===== src/rtl/tcmp_pkg.sv =====
package tcmp_pkg;

    typedef logic [3:0] mode_t;

    localparam mode_t MODE_OFF    = 4'b0000;
    localparam mode_t MODE_TOGGLE = 4'b0010;
    localparam mode_t MODE_SET    = 4'b1000;
    localparam mode_t MODE_CLR    = 4'b1001;
    localparam mode_t MODE_SWINT  = 4'b1010;
    localparam mode_t MODE_TRIG   = 4'b1011;

    typedef enum logic [1:0] {
        PIN_KEEP,
        PIN_HIGH,
        PIN_LOW,
        PIN_FLIP
    } pin_op_e;

    typedef struct packed {
        logic    active;
        pin_op_e pin_op;
        logic    trigger;
    } mode_dec_t;

    function automatic mode_dec_t decode_mode(input mode_t m);
        mode_dec_t d;
        d.active  = 1'b1;
        d.pin_op  = PIN_KEEP;
        d.trigger = 1'b0;
        case (m)
            MODE_TOGGLE: d.pin_op = PIN_FLIP;
            MODE_SET:    d.pin_op = PIN_HIGH;
            MODE_CLR:    d.pin_op = PIN_LOW;
            MODE_SWINT:  d.pin_op = PIN_KEEP;
            MODE_TRIG:   d.trigger = 1'b1;
            default:     d.active = 1'b0;
        endcase
        return d;
    endfunction

endpackage


===== src/rtl/tcmp_timer.sv =====
module tcmp_timer #(
    parameter int TW = 16
) (
    input  logic          clk,
    input  logic          rst_n,
    input  logic          run_i,
    input  logic          clear_i,
    output logic [TW-1:0] cnt_o
);

    logic [TW-1:0] cnt_d, cnt_q;

    always_comb begin
        cnt_d = cnt_q;
        if (clear_i) begin
            cnt_d = '0;
        end else if (run_i) begin
            cnt_d = cnt_q + TW'(1);
        end
    end

    always_ff @(posedge clk or negedge rst_n) begin
        if (!rst_n) begin
            cnt_q <= '0;
        end else begin
            cnt_q <= cnt_d;
        end
    end

    assign cnt_o = cnt_q;

endmodule


===== src/rtl/tcmp_match.sv =====
module tcmp_match #(
    parameter int TW      = 16,
    parameter int NUM_TMR = 2,
    parameter int SELW    = 1
) (
    input  logic                        clk,
    input  logic                        rst_n,
    input  logic [NUM_TMR-1:0][TW-1:0]  cnt_i,
    input  logic [SELW-1:0]             sel_i,
    input  logic [TW-1:0]               cmp_i,
    output logic                        hit_o
);

    logic [TW-1:0] base;
    logic          eq;
    logic          eq_d, eq_q;

    // Pick the selected time base; an out-of-range select reads as zero.
    always_comb begin
        base = '0;
        for (int i = 0; i < NUM_TMR; i++) begin
            if (sel_i == SELW'(i)) begin
                base = cnt_i[i];
            end
        end
    end

    assign eq = (base == cmp_i);

    always_comb begin
        eq_d = eq;
    end

    always_ff @(posedge clk or negedge rst_n) begin
        if (!rst_n) begin
            eq_q <= 1'b0;
        end else begin
            eq_q <= eq_d;
        end
    end

    // Only the first cycle of equality counts as a match.
    assign hit_o = eq && !eq_q;

endmodule


===== src/rtl/tcmp_action.sv =====
module tcmp_action
    import tcmp_pkg::*;
(
    input  logic  clk,
    input  logic  rst_n,
    input  mode_t mode_i,
    input  logic  hit_i,
    input  logic  force_low_i,
    input  logic  flag_clr_i,
    output logic  pin_o,
    output logic  flag_o,
    output logic  trig_o,
    output logic  trig_now_o
);

    typedef struct packed {
        logic pin;
        logic flag;
        logic trig;
    } act_state_t;

    act_state_t st_d, st_q;
    mode_dec_t  dec;
    logic       fire;

    always_comb begin
        dec  = decode_mode(mode_i);
        fire = hit_i && dec.active;
        st_d = st_q;
        st_d.trig = 1'b0;

        if (flag_clr_i) begin
            st_d.flag = 1'b0;
        end

        if (fire) begin
            st_d.flag = 1'b1;
            st_d.trig = dec.trigger;
            case (dec.pin_op)
                PIN_HIGH: st_d.pin = 1'b1;
                PIN_LOW:  st_d.pin = 1'b0;
                PIN_FLIP: st_d.pin = ~st_q.pin;
                default:  st_d.pin = st_q.pin;
            endcase
        end

        if (force_low_i) begin
            st_d.pin = 1'b0;
        end
    end

    always_ff @(posedge clk or negedge rst_n) begin
        if (!rst_n) begin
            st_q <= '0;
        end else begin
            st_q <= st_d;
        end
    end

    assign pin_o      = st_q.pin;
    assign flag_o     = st_q.flag;
    assign trig_o     = st_q.trig;
    assign trig_now_o = fire && dec.trigger;

endmodule


===== src/rtl/tcmp_unit.sv =====
module tcmp_unit
    import tcmp_pkg::*;
#(
    parameter int TW      = 16,
    parameter int NUM_TMR = 2,
    parameter int SELW    = (NUM_TMR > 1) ? $clog2(NUM_TMR) : 1
) (
    input  logic                       clk,
    input  logic                       rst_n,
    input  logic                       cfg_we,
    input  logic [3:0]                 cfg_mode,
    input  logic [SELW-1:0]            cfg_tsel,
    input  logic                       cmp_we,
    input  logic [TW-1:0]              cmp_val,
    input  logic [NUM_TMR-1:0]         tmr_run,
    input  logic                       flag_clr,
    output logic [NUM_TMR-1:0][TW-1:0] tmr_cnt,
    output logic [NUM_TMR-1:0]         tmr_rst,
    output logic                       adc_start,
    output logic                       pin_out,
    output logic                       irq_flag
);

    typedef struct packed {
        mode_t              mode;
        logic [SELW-1:0]    tsel;
        logic [TW-1:0]      cmp;
        logic [NUM_TMR-1:0] rst;
    } cfg_state_t;

    cfg_state_t         cfg_d, cfg_q;
    logic               hit;
    logic               trig_now;
    logic               trig_q;
    logic               force_low;
    logic [NUM_TMR-1:0] tmr_clear;

    assign force_low = cfg_we && (cfg_mode == MODE_OFF);

    always_comb begin
        cfg_d = cfg_q;
        if (cfg_we) begin
            cfg_d.mode = cfg_mode;
            cfg_d.tsel = cfg_tsel;
        end
        if (cmp_we) begin
            cfg_d.cmp = cmp_val;
        end
        cfg_d.rst = tmr_clear;
    end

    always_ff @(posedge clk or negedge rst_n) begin
        if (!rst_n) begin
            cfg_q <= '0;
        end else begin
            cfg_q <= cfg_d;
        end
    end

    generate
        for (genvar i = 0; i < NUM_TMR; i++) begin : g_tmr
            assign tmr_clear[i] = trig_now && (cfg_q.tsel == SELW'(i));

            tcmp_timer #(.TW(TW)) u_timer (
                .clk     (clk),
                .rst_n   (rst_n),
                .run_i   (tmr_run[i]),
                .clear_i (tmr_clear[i]),
                .cnt_o   (tmr_cnt[i])
            );
        end
    endgenerate

    tcmp_match #(.TW(TW), .NUM_TMR(NUM_TMR), .SELW(SELW)) u_match (
        .clk   (clk),
        .rst_n (rst_n),
        .cnt_i (tmr_cnt),
        .sel_i (cfg_q.tsel),
        .cmp_i (cfg_q.cmp),
        .hit_o (hit)
    );

    tcmp_action u_action (
        .clk         (clk),
        .rst_n       (rst_n),
        .mode_i      (cfg_q.mode),
        .hit_i       (hit),
        .force_low_i (force_low),
        .flag_clr_i  (flag_clr),
        .pin_o       (pin_out),
        .flag_o      (irq_flag),
        .trig_o      (trig_q),
        .trig_now_o  (trig_now)
    );

    assign tmr_rst   = cfg_q.rst;
    assign adc_start = trig_q;

endmodule



===== config.mk =====
export PLATFORM = sky130hd
export DESIGN_NAME = tcmp_unit
export DESIGN_NICKNAME = d
export VERILOG_FILES = /design/src/rtl/tcmp_pkg.sv /design/src/rtl/tcmp_timer.sv /design/src/rtl/tcmp_match.sv /design/src/rtl/tcmp_action.sv /design/src/rtl/tcmp_unit.sv
export SDC_FILE = /design/constraint.sdc
export NUM_CORES = 1
export LEC_CHECK = 0
export BUFFER_PORTS_ARGS = -buffer_cell sky130_fd_sc_hd__buf_2
export CAP_MARGIN = 15
export CORE_UTILIZATION = 45
export CTS_CLUSTER_DIAMETER = 80
export DETAILED_ROUTE_END_ITERATION = 8
export PLACE_DENSITY_LB_ADDON = 0.2
export SYNTH_ARGS = -nofsm -noshare
export SYNTH_HDL_FRONTEND = slang
export SYNTH_SLANG_ARGS = --single-unit

===== constraint.sdc =====
create_clock -name clk -period 2.72 [get_ports clk]
set_clock_uncertainty 0.2 [all_clocks]
set_input_delay 0.408 -clock clk [delete_from_list [all_inputs] [get_ports clk]]
set_output_delay 0.408 -clock clk [all_outputs]
set_load 0.03 [all_outputs]

==> results of run 1 <==
==> per-stage QoR <==
stage               total power, mW  util, %  area, um2
floorplan                      1.74        -       2940
global placement               1.97     52.6       3320
detailed placement             1.99     52.6       3320
CTS                            2.90     56.4       3560
global route                   3.02     56.4       3560
finish                         2.87     56.4       3560
==> final cells by class <==
cell class / count / area [um2]
tap: 77 / 96.3
timing repair buffer: 69 / 385
clock buffer: 12 / 155
fill: 567 / 2750
inverter: 8 / 30.0
sequential: 59 / 1480
clock inverter: 4 / 72.6
multi-input combinational: 186 / 1340
==> power groups by stage <==
stage                     logic (mW)  registers [mW]  clock network [mW]
after floorplan                0.372            1.37                   0
after global placement         0.743            1.23                   0
after detailed placement       0.760            1.23                   0
after CTS                      0.764            1.21               0.921
after global routing           0.824            1.24               0.957
final                          0.754            1.22               0.899
==> worst min-delay path by stage <==
stage                        start               to
after floorplan              rst_n        cfg_q[10]
after global placement       rst_n  u_action.flag_o
after detailed placement     rst_n  u_action.flag_o
after CTS                 flag_clr  u_action.flag_o
after global routing      flag_clr  u_action.flag_o
final                     flag_clr  u_action.flag_o
==> logic make-up (layout without fill, tap and decap cells) <==
logic type	Yosys count	in the layout	synth area share (%)
compound gates	10	10	2.04
xor+xnor	45	45	13.4
fa+ha+maj	2	2	0.852
buf+inv	19	93	4.00
flops	59	59	50.3
mux	37	37	13.4
simple gates	92	92	16.0
==> per-layer routing <==
metal | track usage [%] | wire, um | vias to the layer above
met4 | 6.58 | 74 | 0
met2 | 30.0 | 2800 | 46
met5 | 0 | 0 | -
met3 | 5.27 | 245 | 9
li1 | - | - | 1028
met1 | 27.8 | 2980 | 1055
==> synthesized netlist by cell type (5+ instances only) <==
library cell / count / area (um2)
nand2_1: 14 / 52.6
inv_1: 8 / 30.0
nor2_1: 41 / 154
xnor2_1: 25 / 219
mux2i_1: 18 / 180
nand4_1: 8 / 50.1
xor2_1: 20 / 175
mux2_2: 19 / 214
nand3_1: 8 / 40.0
clkbuf_1: 5 / 18.8
dfrtp_1: 59 / 1480
==> worst max-delay path, stage by stage, from the launching register on <==
cell	delay (ps)
dfrtp_1	370
buf_12	180
mux2i_1	230
xor2_1	160
nand4_1	120
or3_1	450
or4_1	560
a21oi_1	170
==> registers in the layout, indices dropped and copies added, names as in the netlist <==
name / cells
u_match.eq_q: 1
g_tmr.u_timer.cnt_o: 32
u_action.flag_o: 1
u_action.trig_o: 1
tmr_rst: 2
cfg_q: 21
u_action.pin_o: 1
==> layout by cell type, fill, tap and decap left out, types with 3 or more instances in the layout <==
master,n
nand3_1,8
or3_1,3
nor4_1,3
and3_1,3
nor2_1,41
inv_1,8
xor2_1,20
xnor2_1,25
nand2_1,14
mux2_2,19
buf_2,64
o21ai_0,3
nand4_1,8
clkbuf_8,11
dfrtp_1,59
a21oi_1,3
mux2i_1,18
==> what timing repair did <==
item,4_1_cts,5_1_grt
hold endpoints to repair,28,0
buffers inserted,0,0
hold buffers,1,0
==> results.py, run 1 <==
metrics = {
    "status": {
        "status": "finished clean",
    },
    "routing": {
        "wl_per_cell_um": 14.7,
        "drt_iter0_markers": 56,
        "ant_nets": 0,
        "dr.pass1.iters": 4,
        "drc": 0,
        "vias_per_cell": 5.15,
        "wirelength_um": 6100,
        "route.vias.total": 2138,
    },
    "logic_synthesis": {
        "synth_area_um2": 2940,
        "synth-main-ff-cell": "dfrtp_1",
        "yosys_warnings": 0,
        "ys_ff_latch": 59,
        "syn_nets": 294,
        "synth.yosys.seq_area_share_pct": 50.3,
        "synthDistinctLibCells": 32,
        "synth_edf_count": 0,
        "synth_area_per_cell_um2": 11.1,
        "async_flop_share_pct": 100,
        "syn-instance-count": 264,
    },
    "global_route": {
        "first_global_vias": 2138,
        "overflow": 0,
        "grt_max_degree": 32,
        "antenna_found_initial": 0,
        "grt_usage_pct": 19.9,
        "grt_pass1_wl_um": 10700,
    },
    "power": {
        "intPower_mw": 1.88,
        "pwr-share-seq_pct": 42.4,
        "powerDensity_nw_per_um2": 806,
        "sw_frac_of_total_pct": 34.5,
        "cellLeakagePower_nw": 1.69,
        "switchingPower_mw": 0.989,
        "ir_drop_mv": 0.576,
        "pwr-share-clk_pct": 31.3,
        "pwr-share-comb_pct": 26.3,
    },
    "sta": {
        "rsz0062_at_grt": "no",
        "tns_ps": 0,
        "period_minus_slack_ps": 2520,
        "tightest_slew_ps": 672,
        "final_max_slew_viol_count": 0,
        "slew_headroom_pct": 55.2,
        "hold_viol": 0,
        "whs_ps": 61.4,
        "finalCritPeriodShare_pct": 92.8,
        "worst_slack_ps": 196,
        "finalSetupViolCount": 0,
        "clock.fmax_ghz": 0.396,
    },
    "cells_and_area": {
        "drive_gt1_share_pct": 32.0,
        "diodes": 0,
        "area_growth_pct": 21.2,
        "fin_nets": 363,
        "stdcell_count": 415,
    },
    "flow_run": {
        "drv_cap": 0,
    },
    "clock_tree": {
        "cts_buffers": 9,
        "clkLatencyLatePin_ps": 330,
        "cts_root_buf": "clkbuf_8",
        "path_clk_slew_ps": 60,
        "cts_max_path_buffers": 2,
        "cts.sinks": 59,
        "cts_tree": "built",
        "htree_levels": 3,
        "cts_resized": 0,
    },
    "floorplan": {
        "die_area_um2": 6860,
        "rows": 29,
        "initial_core_util_pct": 46.5,
        "die_h_um": 82.8,
        "io_pins": 65,
        "dieWidth_um": 82.8,
        "fp.coreArea_um2": 6310,
    },
    "setup_path": {
        "r2r_cells": 7,
        "r2r-start": "cfg_q[18]",
        "reg2reg_setup_slack_ps": 200,
        "worstSetupPathType": "reg2reg",
        "crit_fanout": 18,
        "critical_path.startpoint": "cfg_q[18]",
        "cp_data_required_time_ps": 2770,
        "endpoint": "u_action.pin_o",
        "arrival_ps": 2580,
        "r2r-end": "u_action.pin_o",
        "setup.worst_path.start_class": "flop",
        "cp-end-kind": "flop",
    },
    "place": {
        "pre_cts_ws_ps": 219,
        "dpl.hpwl_um": 4630,
        "post-place-cells": 398,
        "place.port_buffers": 64,
        "place_congestion": 0.763,
    },
    "hold_path": {
        "whs_path_depth": 2,
        "hold_path_class": "in2reg",
    },
}
No activity file was read; power rests on OpenSTA's default activity.
==> run 2, diff against run 1 <==
- CORE_UTILIZATION: 45 -> 54
==> results.py, run 2 (synthesis results as in run 1) <==
metrics = {
    "status": {
        "status": "finished clean",
    },
    "clock_tree": {
        "cts_max_path_buffers": 2,
        "cts_resized": 0,
        "path_clk_slew_ps": 60,
        "cts.sinks": 59,
        "cts_buffers": 9,
        "clkLatencyLatePin_ps": 330,
        "cts_tree": "built",
        "cts_root_buf": "clkbuf_8",
        "htree_levels": 3,
    },
    "sta": {
        "finalSetupViolCount": 0,
        "hold_viol": 0,
        "finalCritPeriodShare_pct": 91.9,
        "final_max_slew_viol_count": 0,
        "period_minus_slack_ps": 2500,
        "worst_slack_ps": 220,
        "tns_ps": 0,
        "clock.fmax_ghz": 0.400,
        "rsz0062_at_grt": "no",
        "slew_headroom_pct": 61.8,
        "tightest_slew_ps": 573,
    },
    "routing": {
        "dr.pass1.iters": 4,
        "vias_per_cell": 5.25,
        "route.vias.total": 2141,
        "ant_nets": 0,
        "wl_per_cell_um": 14.7,
        "wirelength_um": 6010,
        "drt_iter0_markers": 128,
        "drc": 0,
    },
    "setup_path": {
        "path_cells": "buf_12 -> mux2i_1 -> xor2_1 -> nand4_1 -> or3_1 -> or4_1 -> a21oi_1",
        "cp_top_family": "simple AND/OR/NAND/NOR gates",
        "worstSetupPathType": "reg2reg",
        "crit_buf_inv": 1,
        "crit_path_top_delay_cell": "or4_1",
        "setup.worst_path.start_class": "flop",
        "slowest_delay_ps": 540,
        "cp_data_required_time_ps": 2780,
        "crit_fanout": 18,
        "arrival_ps": 2560,
        "cp-end-kind": "flop",
    },
    "global_route": {
        "grt_usage_pct": 23.3,
        "antenna_found_initial": 0,
        "grt_max_degree": 37,
        "grt_pass1_wl_um": 9610,
        "first_global_vias": 2027,
        "overflow": 0,
    },
    "place": {
        "place_congestion": 0.746,
        "pre_cts_ws_ps": 220,
        "place.port_buffers": 64,
        "dpl.hpwl_um": 4370,
        "post-place-cells": 391,
    },
    "cells_and_area": {
        "layout_common_cells": "buf_2, dfrtp_1, nor2_1",
        "seq_area_um2": 1480,
        "largest_reg_flops": 32,
        "mostFrequentLayoutCell": "buf_2",
        "fin_nets": 363,
        "stdcell_count": 408,
        "area_growth_pct": 19.6,
        "multi_input_area_um2": 1340,
        "diodes": 0,
        "fillerInstances": 420,
        "utilization_pct": 67.9,
        "drive_gt1_share_pct": 31.7,
    },
    "floorplan": {
        "die_area_um2": 5740,
        "initial_core_util_pct": 56.8,
        "fp.coreArea_um2": 5170,
        "dieWidth_um": 75.8,
        "rows": 26,
        "die_h_um": 75.8,
        "io_pins": 65,
    },
    "power": {
        "total_power_mw": 2.72,
        "powerDensity_nw_per_um2": 775,
        "cellLeakagePower_nw": 1.68,
        "ir_drop_mv": 0.731,
    },
    "hold_path": {
        "hold_path_class": "in2reg",
    },
    "flow_run": {
        "drv_cap": 0,
    },
}
==> run 2: through the flow <==
stage	instance area, um2	hold slack, ps
after floorplan	2940	-87.6
after global placement	3310	229
after detailed placement	3310	232
after CTS	3510	52.7
after global routing	3510	53.4
final	3510	59.9
==> run 2: cell type report <==
| cell class | count | share of cell area, % |
|---|---|---|
| Sequential cell | 59 | 42.0 |
| Multi-Input combinational cell | 186 | 38.2 |
| Timing Repair Buffer | 69 | 11.0 |
| Clock buffer | 15 | 5.30 |
| Tap cell | 70 | 2.49 |
| Inverter | 8 | 0.854 |
| Clock inverter | 1 | 0.142 |
==> run 2: routing by layer <==
layer	vias up	share of wire, %	global-route usage, %
met2	63	47	34.5
met4	0	1.2	8.64
li1	1030	-	-
met5	-	0	0
met3	9	4.6	5.29
met1	1039	47	33.4
==> run 2: timing repair <==
item                      4_1_cts  5_1_grt
setup buffers                   0        0
hold buffers                    1        0
hold endpoints to repair       23        0
==> run 2: power by group <==
| part | internal (mW) | total [mW] | leakage (nW) | switching, mW |
|---|---|---|---|---|
| logic | 0.302 | 0.755 | 0.832 | 0.453 |
| clock network | 0.430 | 0.756 | 0.0997 | 0.326 |
| registers | 1.01 | 1.21 | 0.747 | 0.200 |
==> run 2: final timing paths <==
check                                from               to  slack [ps]  depth (start not counted)
worst min register to register  cfg_q[21]        cfg_q[21]         310                          1
max in group asynchronous           rst_n        cfg_q[16]        1320                          3
worst max register to register  cfg_q[18]   u_action.pin_o         220                          7
worst max-delay path            cfg_q[18]   u_action.pin_o         220                          7
min in group asynchronous           rst_n        cfg_q[19]         400                          2
worst min-delay path             flag_clr  u_action.flag_o          60                          2
==> run 3, diff against run 2 <==
- PLACE_DENSITY: default -> 0.8
- PLACE_DENSITY_LB_ADDON: 0.2 -> default
==> results.py, run 3 (synthesis results as in run 1) <==
metrics = {
    "global_route": {
        "grt_usage_pct": 23.8,
        "overflow": 0,
        "antenna_found_initial": 0,
        "first_global_vias": 2016,
        "grt_pass1_wl_um": 9690,
        "grt_max_degree": 41,
    },
    "clock_tree": {
        "htree_levels": 3,
        "cts_resized": 0,
        "postCtsSetupBuffers": 0,
        "cts_hold_buf": 0,
        "cts_buffers": 9,
        "cts_root_buf": "clkbuf_8",
        "cts_max_path_buffers": 2,
        "cts_tree": "built",
        "cts.sinks": 59,
        "path_clk_slew_ps": 70,
        "clkLatencyLatePin_ps": 330,
    },
    "setup_path": {
        "crit_path_top_delay_cell": "or4_1",
        "r2r_cells": 7,
        "path_depth": 7,
        "cp-end-kind": "flop",
        "arrival_ps": 2590,
        "worstSetupPathType": "reg2reg",
        "crit_fanout": 18,
        "cp_data_required_time_ps": 2780,
        "cp_top_family": "simple AND/OR/NAND/NOR gates",
        "path_cells": "buf_12 -> mux2i_1 -> xor2_1 -> nand4_1 -> or3_1 -> or4_1 -> a21oi_1",
        "setup.worst_path.start_class": "flop",
        "slowest_delay_ps": 530,
        "crit_buf_inv": 1,
    },
    "power": {
        "cellLeakagePower_nw": 1.69,
        "ir_drop_mv": 0.493,
        "powerDensity_nw_per_um2": 809,
    },
    "sta": {
        "clock.fmax_ghz": 0.395,
        "worst_slack_ps": 191,
        "final_max_slew_viol_count": 0,
        "slew_headroom_pct": 43.0,
        "hold_viol": 31,
        "whs_ps": -16.3,
        "period_minus_slack_ps": 2530,
        "finalCritPeriodShare_pct": 93.0,
        "tightest_slew_ps": 854,
        "finalSetupViolCount": 0,
        "rsz0062_at_grt": "no",
        "tns_ps": 0,
    },
    "floorplan": {
        "io_pins": 65,
        "fp.coreArea_um2": 5170,
        "rows": 26,
        "die_h_um": 75.8,
        "initial_core_util_pct": 56.8,
        "dieWidth_um": 75.8,
        "die_area_um2": 5740,
    },
    "flow_run": {
        "drv_cap": 0,
    },
    "place": {
        "pre_cts_ws_ps": 232,
        "place.port_buffers": 64,
        "dpl.hpwl_um": 4450,
        "place_congestion": 0.756,
    },
    "cells_and_area": {
        "utilization_pct": 68.3,
        "largest_reg_flops": 32,
        "area_growth_pct": 20.3,
        "mostFrequentLayoutCell": "buf_2",
        "drive_gt1_share_pct": 32.5,
        "diodes": 0,
        "layout_common_cells": "buf_2, dfrtp_1, nor2_1",
        "fin_nets": 363,
    },
    "routing": {
        "dr.pass1.iters": 4,
        "wirelength_um": 6010,
        "route.vias.total": 2143,
        "ant_nets": 0,
        "vias_per_cell": 5.25,
        "drc": 0,
        "drt_iter0_markers": 130,
        "wl_per_cell_um": 14.7,
    },
    "hold_path": {
        "hold_path_class": "in2async",
    },
    "status": {
        "status": "finished with violations",
        "violations": "negative hold slack",
    },
}
## run 3: changes by cell type in the layout (fill, tap and decap cells not counted), sizes merged
cell / previous run / this run
clkbuf: 15 / 11
bufinv: 0 / 2
clkinv: 1 / 3
buf: 68 / 69
dlygate4sd3: 1 / 0
## run 3: worst register-to-register path, delay by kind of cell, from the launching register on
family	cells	cell delay (ps)
compound gates	1	160
xor+xnor	1	190
buf+inv	1	180
flops	1	380
mux	1	240
simple gates	3	1110
## run 3: layout make-up
class	count	area, um2
flip-flops and latches	59	1480
well taps	70	87.6
fillers	380	1640
repair buffers	69	370
multi-input cells	186	1340
clock buffers	11	151
inverters	8	30.0
clock inverters	5	75.1
## run 3: final timing paths
| check | slack (ps) | from | to |
|---|---|---|---|
| worst max-delay path | 190 | cfg_q[18] | u_action.pin_o |
| worst min-delay path | -20 | rst_n | cfg_q[22] |
| worst max register to register | 190 | cfg_q[18] | u_action.pin_o |
| worst min register to register | 320 | cfg_q[21] | cfg_q[21] |
| max in group asynchronous | 1620 | rst_n | g_tmr[0].u_timer.cnt_o[13] |
| min in group clk | 60 | flag_clr | u_action.flag_o |
## run 3: report_power, final
part | switching, mW | internal, mW | total (mW)
Clock | 0.329 | 0.560 | 0.889
Sequential | 0.197 | 1.01 | 1.21
Combinational | 0.460 | 0.300 | 0.760
## run 3: layer usage
metal  vias up  track usage [%]  share of wire, %
li1       1029                -                 -
met1      1036             31.9                47
met2        60             36.0                47
met3        18             4.63               3.5
met4         0             14.0               3.0
met5         -                0                 0
## run 3: through the flow
step	hold WS [ps]	total power, mW	cell area, um2	instances
global placement	303	1.96	3310	392
floorplan	-87.6	1.74	2940	264
CTS	9.78	2.89	3530	408
finish	-16.3	2.86	3530	408
global route	46.7	3.02	3530	408
detailed placement	315	1.99	3310	392
